--- config.mk ---
export PLATFORM = sky130hd
export DESIGN_NAME = pcm_frame_align
export DESIGN_NICKNAME = d
export VERILOG_FILES = /design/src/rtl/pfa_pkg.sv /design/src/rtl/pfa_sync_edge.sv /design/src/rtl/pfa_frame_counter.sv /design/src/rtl/pfa_slot_out.sv /design/src/rtl/pcm_frame_align.sv
export SDC_FILE = /design/constraint.sdc
export NUM_CORES = 1
export LEC_CHECK = 0
export BUFFER_PORTS_ARGS = -buffer_cell sky130_fd_sc_hd__clkbuf_2
export CAP_MARGIN = 5
export CORE_AREA = 5 5 42 44
export CTS_CLUSTER_DIAMETER = 100
export DETAILED_ROUTE_END_ITERATION = 8
export DIE_AREA = 0 0 47 49
export HOLD_SLACK_MARGIN = 0.12
export PLACE_DENSITY_LB_ADDON = 0.3
export SLEW_MARGIN = 20
export SYNTH_ARGS = -nofsm -noshare
export SYNTH_HDL_FRONTEND = slang
export SYNTH_HIERARCHICAL = 1
export SYNTH_SLANG_ARGS = --single-unit
export TNS_END_PERCENT = 100
--- constraint.sdc ---
create_clock -name clk -period 1.6 [get_ports clk]
set_input_delay 0.24 -clock clk [delete_from_list [all_inputs] [get_ports clk]]
set_output_delay 0.24 -clock clk [all_outputs]
set_load 0.02 [all_outputs]
--- src/rtl/pfa_pkg.sv ---
// Shared types for the PCM frame alignment counter.
// Assumes only two frame layouts exist; the enum value matches the select pin level.
package pfa_pkg;
    typedef enum logic {
        FMT_T1   = 1'b0,   // 193-bit frame with a framing-bit slot
        FMT_CEPT = 1'b1    // 256-bit frame, no framing-bit slot
    } fmt_e;
endpackage

--- src/rtl/pfa_sync_edge.sv ---
// Rising-edge detector for the frame sync input in the local clock domain.
// Assumes frame_sync is already synchronous to clk; output is one cycle wide.
module pfa_sync_edge (
    input  logic clk,
    input  logic rst_n,
    input  logic sync_in,
    output logic rise
);
    logic cur_q;
    logic prev_q;

    // Keep the current and the previous sample of the sync line.
    always_ff @(posedge clk) begin
        if (!rst_n) begin
            cur_q  <= 1'b0;
            prev_q <= 1'b0;
        end else begin
            cur_q  <= sync_in;
            prev_q <= cur_q;
        end
    end

    // A rise is a new high sample following a low one.
    always_comb rise = cur_q & ~prev_q;
endmodule

--- src/rtl/pfa_frame_counter.sv ---
// Flywheel bit/channel counter with an optional framing-bit slot at position 0.
// Assumes a realign request restarts the frame and samples the requested format;
// a natural wrap also samples the requested format.
module pfa_frame_counter
    import pfa_pkg::*;
#(
    parameter int BITS_PER_CHAN = 8,
    parameter int T1_CHANNELS   = 24,
    parameter int CEPT_CHANNELS = 32,
    parameter int BIT_W         = 3,
    parameter int CH_W          = 5
) (
    input  logic             clk,
    input  logic             rst_n,
    input  logic             realign,
    input  fmt_e             fmt_req,
    output logic [BIT_W-1:0] bit_idx,
    output logic [CH_W-1:0]  chan_idx,
    output logic             in_fslot,
    output fmt_e             fmt_act
);
    localparam logic [BIT_W-1:0] BIT_LAST  = BIT_W'(BITS_PER_CHAN - 1);
    localparam logic [CH_W-1:0]  T1_LAST   = CH_W'(T1_CHANNELS - 1);
    localparam logic [CH_W-1:0]  CEPT_LAST = CH_W'(CEPT_CHANNELS - 1);

    logic [BIT_W-1:0] bit_q, bit_n;
    logic [CH_W-1:0]  chan_q, chan_n;
    logic             fs_q, fs_n;
    fmt_e             act_q, act_n;
    logic [CH_W-1:0]  last_chan;

    // Last channel of the layout currently in use.
    always_comb last_chan = (act_q == FMT_T1) ? T1_LAST : CEPT_LAST;

    // Next position: realign, leave the F slot, wrap a channel/frame, or step.
    always_comb begin
        bit_n  = bit_q;
        chan_n = chan_q;
        fs_n   = 1'b0;
        act_n  = act_q;
        if (realign) begin
            act_n  = fmt_req;
            fs_n   = (fmt_req == FMT_T1);
            bit_n  = '0;
            chan_n = '0;
        end else if (fs_q) begin
            bit_n  = '0;
            chan_n = '0;
        end else if (bit_q == BIT_LAST) begin
            bit_n = '0;
            if (chan_q == last_chan) begin
                chan_n = '0;
                act_n  = fmt_req;
                fs_n   = (fmt_req == FMT_T1);
            end else begin
                chan_n = chan_q + 1'b1;
            end
        end else begin
            bit_n = bit_q + 1'b1;
        end
    end

    // Position state; reset lands on the F slot of a 193-bit frame.
    always_ff @(posedge clk) begin
        if (!rst_n) begin
            bit_q  <= '0;
            chan_q <= '0;
            fs_q   <= 1'b1;
            act_q  <= FMT_T1;
        end else begin
            bit_q  <= bit_n;
            chan_q <= chan_n;
            fs_q   <= fs_n;
            act_q  <= act_n;
        end
    end

    // Drive the position outputs straight from state.
    always_comb begin
        bit_idx  = bit_q;
        chan_idx = chan_q;
        in_fslot = fs_q;
        fmt_act  = act_q;
    end
endmodule

--- src/rtl/pfa_slot_out.sv ---
// Decodes the frame-boundary strobe and picks the framing-bit value to send.
// Assumes the F slot only exists in the 193-bit format (counter guarantees it).
module pfa_slot_out
    import pfa_pkg::*;
#(
    parameter int BIT_W = 3,
    parameter int CH_W  = 5
) (
    input  logic [BIT_W-1:0] bit_idx,
    input  logic [CH_W-1:0]  chan_idx,
    input  logic             in_fslot,
    input  fmt_e             fmt_act,
    input  fmt_e             peer_fmt,
    input  logic             peer_fbit,
    output logic             frame_start,
    output logic             fbit_out
);
    logic cept_origin;

    // Position 0 of a 256-bit frame is channel 0, bit 0.
    always_comb cept_origin = (fmt_act == FMT_CEPT) && (bit_idx == '0) && (chan_idx == '0);

    // Boundary strobe covers both layouts.
    always_comb frame_start = in_fslot | cept_origin;

    // Forward the peer F-bit for like formats, force 1 when the peer has none.
    always_comb fbit_out = in_fslot & ((peer_fmt == FMT_T1) ? peer_fbit : 1'b1);
endmodule

--- src/rtl/pcm_frame_align.sv ---
// Top of the PCM frame alignment counter for one side of the link.
// Assumes all inputs are synchronous to clk; data storage lives elsewhere.
module pcm_frame_align
    import pfa_pkg::*;
#(
    parameter int BITS_PER_CHAN = 8,
    parameter int T1_CHANNELS   = 24,
    parameter int CEPT_CHANNELS = 32,
    localparam int MAX_CH = (T1_CHANNELS > CEPT_CHANNELS) ? T1_CHANNELS : CEPT_CHANNELS,
    localparam int BIT_W  = $clog2(BITS_PER_CHAN),
    localparam int CH_W   = $clog2(MAX_CH)
) (
    input  logic             clk,
    input  logic             rst_n,
    input  logic             frame_sync,
    input  logic             fmt_sel,
    input  logic             peer_fmt_sel,
    input  logic             peer_fbit,
    output logic [BIT_W-1:0] bit_idx,
    output logic [CH_W-1:0]  chan_idx,
    output logic             frame_start,
    output logic             fbit_slot,
    output logic             fbit_out,
    output logic             fmt_active
);
    logic rise;
    fmt_e act;

    pfa_sync_edge u_edge (
        .clk     (clk),
        .rst_n   (rst_n),
        .sync_in (frame_sync),
        .rise    (rise)
    );

    pfa_frame_counter #(
        .BITS_PER_CHAN (BITS_PER_CHAN),
        .T1_CHANNELS   (T1_CHANNELS),
        .CEPT_CHANNELS (CEPT_CHANNELS),
        .BIT_W         (BIT_W),
        .CH_W          (CH_W)
    ) u_cnt (
        .clk      (clk),
        .rst_n    (rst_n),
        .realign  (rise),
        .fmt_req  (fmt_e'(fmt_sel)),
        .bit_idx  (bit_idx),
        .chan_idx (chan_idx),
        .in_fslot (fbit_slot),
        .fmt_act  (act)
    );

    pfa_slot_out #(
        .BIT_W (BIT_W),
        .CH_W  (CH_W)
    ) u_out (
        .bit_idx     (bit_idx),
        .chan_idx    (chan_idx),
        .in_fslot    (fbit_slot),
        .fmt_act     (act),
        .peer_fmt    (fmt_e'(peer_fmt_sel)),
        .peer_fbit   (peer_fbit),
        .frame_start (frame_start),
        .fbit_out    (fbit_out)
    );

    // Present the active format as a plain bit.
    always_comb fmt_active = act;
endmodule

==> Word-level counts from Yosys, hierarchy flattened <==
Cells that the tools add are included.
{ "totals": {"reg_bits": 12, "inputBits": 6, "word_cells": 37} }
{ "op_classes": {"addsub": 2, "n_eq_ne": 3, "mux": 11, "n_bitwise": 6, "reduce_logical": 9} }
{ "ops": {"columns": ["operator", "n"], "rows": [
  ["$mux 1", 9],
  ["$add 5x1->5 const B", 1],
  ["$eq 5x5->1", 1],
  ["$logic_not 5->1", 1],
  ["$mux 5", 1],
  ["$mux 4", 1],
  ["$reduce_bool 2->1", 2],
  ["$reduce_or 4->1", 1],
  ["$add 3x1->3 const B", 1],
  ["$eq 3x3->1 const B", 1],
  ["$logic_not 3->1", 1],
  ["$not 1->1", 3],
  ["$reduce_and 3->1", 1],
  ["$reduce_or 3->1", 1],
  ["$and 1x1->1", 2],
  ["$logic_and 1x1->1", 2],
  ["$ne 2x2->1 const B", 1],
  ["$or 1x1->1", 1]
]} }

==> Logic depth before layout (Yosys ltp) <==
{ "depth": {"depth_word": 6, "ltp_mapped": 6, "mapped_depth_nobuf": 5} }

==> Modules after synthesis <==
The synthesis kept the hierarchy.
{ "by_module_without_submodules": {"columns": ["mod", "n_inst", "cells_each", "area_each_um2", "seq_area_each_um2"], "rows": [
  ["pfa_frame_counter", 1, 47, 483.0, 200.2],
  ["pfa_sync_edge", 1, 5, 66.3, 40.0],
  ["pfa_slot_out", 1, 5, 32.5, 0.0]
]} }

==> Worst setup path after synthesis <==
Ideal clock, no wire load.
{ "synth_path": {"kind": "reg-to-reg", "start": "reg u_cnt.bit_q[0] (netlist: u_cnt/bit_idx[0])", "end": "reg u_cnt.act_q (netlist: u_cnt/fmt_act)", "arrival_ps": 1445, "required_time_ps": 1471, "setup_slack_ps": 26, "path_stages_with_launch": 7, "cell_sequence": "dfxtp_1 ha_1 ha_1 buf_4 and3_1 and3_1 o211ai_1"} }
{ "synth_between": {"elab_chain_len": 3} }
{ "synth_rtl": {"columns": ["element", "line_no", "rtl"], "rows": [
  ["start, declared", "pfa_frame_counter.sv:26", "logic [BIT_W-1:0] bit_q, bit_n;"],
  ["start signal, assigned", "pfa_frame_counter.sv:71", "bit_q <= bit_n;"],
  ["$eq 3x3->1", "pfa_frame_counter.sv:49", "end else if (bit_q == BIT_LAST) begin"],
  ["$reduce_bool 2->1 (no line)", null, null],
  ["$reduce_and 3->1 (no line)", null, null],
  ["end signal, assigned", "pfa_frame_counter.sv:74", "act_q <= act_n;"],
  ["end, declared", "pfa_frame_counter.sv:29", "fmt_e act_q, act_n;"]
]} }
No other way between the ends.
A chain may end at the register's enable or synchronous reset.

==> Worst setup path in the final report <==
{ "layout_path": {"start": "reg u_cnt.chan_q[3] (netlist: u_cnt/chan_idx[3])", "end": "out frame_start"} }
{ "layout_between": {"elab_chain_len": 3} }
{ "layout_rtl": {"columns": ["element", "line_no", "rtl"], "rows": [
  ["start, declared", "pfa_frame_counter.sv:27", "logic [CH_W-1:0] chan_q, chan_n;"],
  ["start signal, assigned", "pfa_frame_counter.sv:72", "chan_q <= chan_n;"],
  ["$logic_not 5->1", "pfa_slot_out.sv:21", "always_comb cept_origin = (fmt_act == FMT_CEPT) && (bit_idx == '0) && (chan_idx == '0);"],
  ["$logic_and 1x1->1", "pfa_slot_out.sv:21", null],
  ["$or 1x1->1", "pfa_slot_out.sv:24", "always_comb frame_start = in_fslot | cept_origin;"],
  ["end, declared", "pcm_frame_align.sv:21", "output logic frame_start,"]
]} }
No other way between the ends.

==> results_dict.tcl <==
set metrics [dict create \
    die-area_mm2 0.00230 \
    setup_viol 0 \
    netSwitchingFraction 0.247 \
    dp_hpwl_um 874 \
    first_iter_violations 1 \
    fin_worst_hold_slack_ns 0.175 \
    clockRootBuffer "clkbuf_4" \
    fin_crit_ns 1.49 \
    first_pass_iters 2 \
    final_cell_mix "clkbuf_2, dfxtp_1, and2_1, clkbuf_4, ha_1" \
    cp_max_fo 6 \
    syn_area_per_cell_um2 10.2 \
    arrival_ns 1.25 \
    gp_congestion 0.758 \
    insertion_delay_ns 0.27 \
    io_pins 18 \
    fp.dieH_um 49 \
    post-route-period-util 0.931 \
    postSynthCellCount 57 \
    cts_setup_buffers 0 \
    maxSlewViolCount 0 \
    grt_pass1_wl_um 2020 \
    cts_buffer_depth 2 \
    num-nets-final 88 \
    skew_ns 0.00426 \
    power_frac_seq 0.567 \
    synth_warnings 6 \
    final_common_cell "clkbuf_2" \
    setup_tns_ns 0 \
    row_count 14 \
    crit_required_ns 1.36 \
    criticalPathCategory "register to output port" \
    die_w_um 47 \
    p_switching_uw 138 \
    cts_tree "built" \
    via_per_inst 5.08 \
    p_per_area_mw_per_mm2 783 \
    fillers 147 \
    vias 472 \
    cts_hold_buf 0 \
    slew_headroom 0.762 \
    post_drt_wl_per_cell_um 12.0 \
    htree_levels 1 \
    final_hold_viol_count 0 \
    tightest_slew_ns 0.358 \
    hold_path.class "input pin to register" \
    coreArea_mm2 0.00140 \
    initial_core_util 0.415 \
    grt_max_degree 9 \
    drc 0 \
    syn_nets 66 \
    status "finished clean" \
    cts_made_buffers 3 \
    grt_remaining_overflow 0 \
    fmax_ghz 0.671 \
    total_power_uw 559 \
    syn_to_final_growth_pct 22.6 \
    finalWirelength_um 1110 \
    grt_use_total 0.121 \
    antenna_found_initial 0 \
    ys_seq_area_frac 0.413 \
    grt_pass1_vias 456 \
    io_buffer_count 17 \
    p_leak_uw 0.000326 \
    ir_worst_vdd_uv 377 \
    seq_area_um2 241 \
    crit_path_end_kind "output port" \
    pwr-share-comb 0.108 \
    ys_types 31 \
    route.antenna.remaining_nets 0 \
    rsz0062_at_grt "false" \
    ys_ff_latch 12 \
    p_int_uw 421 \
    maxCapViolCount 0 \
    power_frac_clock 0.325 \
    clkTransAtPathRegs_ns 0.07 \
    syn-cell-area_um2 582 \
    multi_input_area_um2 322 \
    drive_above_1_share 0.377 \
    critical_path.startpoint_type "register" \
    clock-sinks 12 \
    n_antenna_cell 0 \
]
[power groups by stage]
stage / Sequential [µW] / Combinational [µW] / Clock [µW]
6_report: 317 / 60.3 / 182
5_1_grt: 319 / 66.7 / 204
3_3_place_gp: 323 / 60.9 / 0
3_5_place_dp: 324 / 61.3 / 0
4_1_cts: 317 / 61.3 / 190
2_1_floorplan: 329 / 34.9 / 0
[critical path: stages, from the launching register on]
cell and delay (ns):
dfxtp_1 0.38, nor4_2 0.26, a41o_1 0.19, clkbuf_2 0.16
[final timing paths]
check / start / to / slack, ns / cells after the start
min reg2reg: u_edge/cur_q$_SDFF_PN0_ / u_edge/prev_q$_SDFF_PN0_ / 0.47 / 1
max: u_cnt/chan_idx[3]$_SDFFE_PP0N_ / frame_start / 0.11 / 3
max reg2reg: u_cnt/bit_idx[0]$_SDFF_PP0_ / u_cnt/fmt_act$_SDFFE_PN0P_ / 0.16 / 5
min: frame_sync / u_edge/cur_q$_SDFF_PN0_ / 0.17 / 2
[through the flow]
stage                     cells  instance area [µm²]  setup slack (ns)  utilization
after floorplan              57                  582            0.0261            -
after global placement       90                  683             0.220        0.488
after detailed placement     90                  683             0.165        0.488
after CTS                    93                  706            0.0757        0.504
after global routing         93                  713           0.00213        0.509
final                        93                  713             0.110        0.509
[cell families after synthesis]
logic type / Yosys count / share of synthesized area
AND/OR/NAND/NOR: 25 / 0.305
flip-flops: 12 / 0.413
AO/OA/AOI/OAI: 8 / 0.0946
XOR/XNOR: 4 / 0.0602
buffers and inverters: 4 / 0.0452
adder cells (fa/ha/maj): 3 / 0.0645
multiplexers: 1 / 0.0172
[flip-flops by register name, summed over array words and instances (netlist names)]
register and cells:
u_cnt/bit_idx 3, u_cnt/chan_idx 5, u_cnt/fmt_act 1, u_cnt/in_fslot 1, u_edge/cur_q 1, u_edge/prev_q 1
[routing by layer]
metal,global-route usage,share of wire,vias to the layer above
met5,0,0,-
met4,0.0691,0.019,0
met3,0.0369,0.059,2
met2,0.167,0.45,12
met1,0.159,0.47,212
li1,-,-,246
[final cells by class]
cell class | instances | area share
Inverter | 2 | 0.0105
Sequential cell | 12 | 0.339
Timing Repair Buffer | 19 | 0.140
Tap cell | 16 | 0.0281
Clock buffer | 3 | 0.0316
Multi-Input combinational cell | 41 | 0.451
[timing repair]
action / in CTS / in global routing
endpoints found under the setup margin: 0 / 1
gates resized for setup: 0 / 2
hold endpoints to repair: 0 / 0
[cell usage after synthesis]
master,number,area share
o211ai_1,1,0.013
xor2_1,2,0.030
and2_1,4,0.043
nor3_1,2,0.017
nand2_1,1,0.0064
o21ai_0,2,0.017
nor3_2,2,0.034
a31oi_1,1,0.011
dfxtp_1,12,0.41
or3b_1,1,0.015
and3_1,2,0.022
mux2i_1,1,0.017
nand3_1,1,0.0086
xnor2_1,2,0.030
nor2_1,2,0.013
nor2_4,1,0.019
o21a_1,1,0.013
and3b_2,1,0.017
a21oi_1,1,0.0086
nand4_1,2,0.022
inv_1,2,0.013
a41oi_1,1,0.015
ha_1,3,0.065
buf_6,1,0.019
nand3b_1,2,0.026
nor2b_4,1,0.024
nor4_1,1,0.011
nor2b_1,1,0.011
a41o_1,1,0.017
buf_4,1,0.013
and4b_1,1,0.017
No activity file was read; power rests on OpenSTA's default activity.
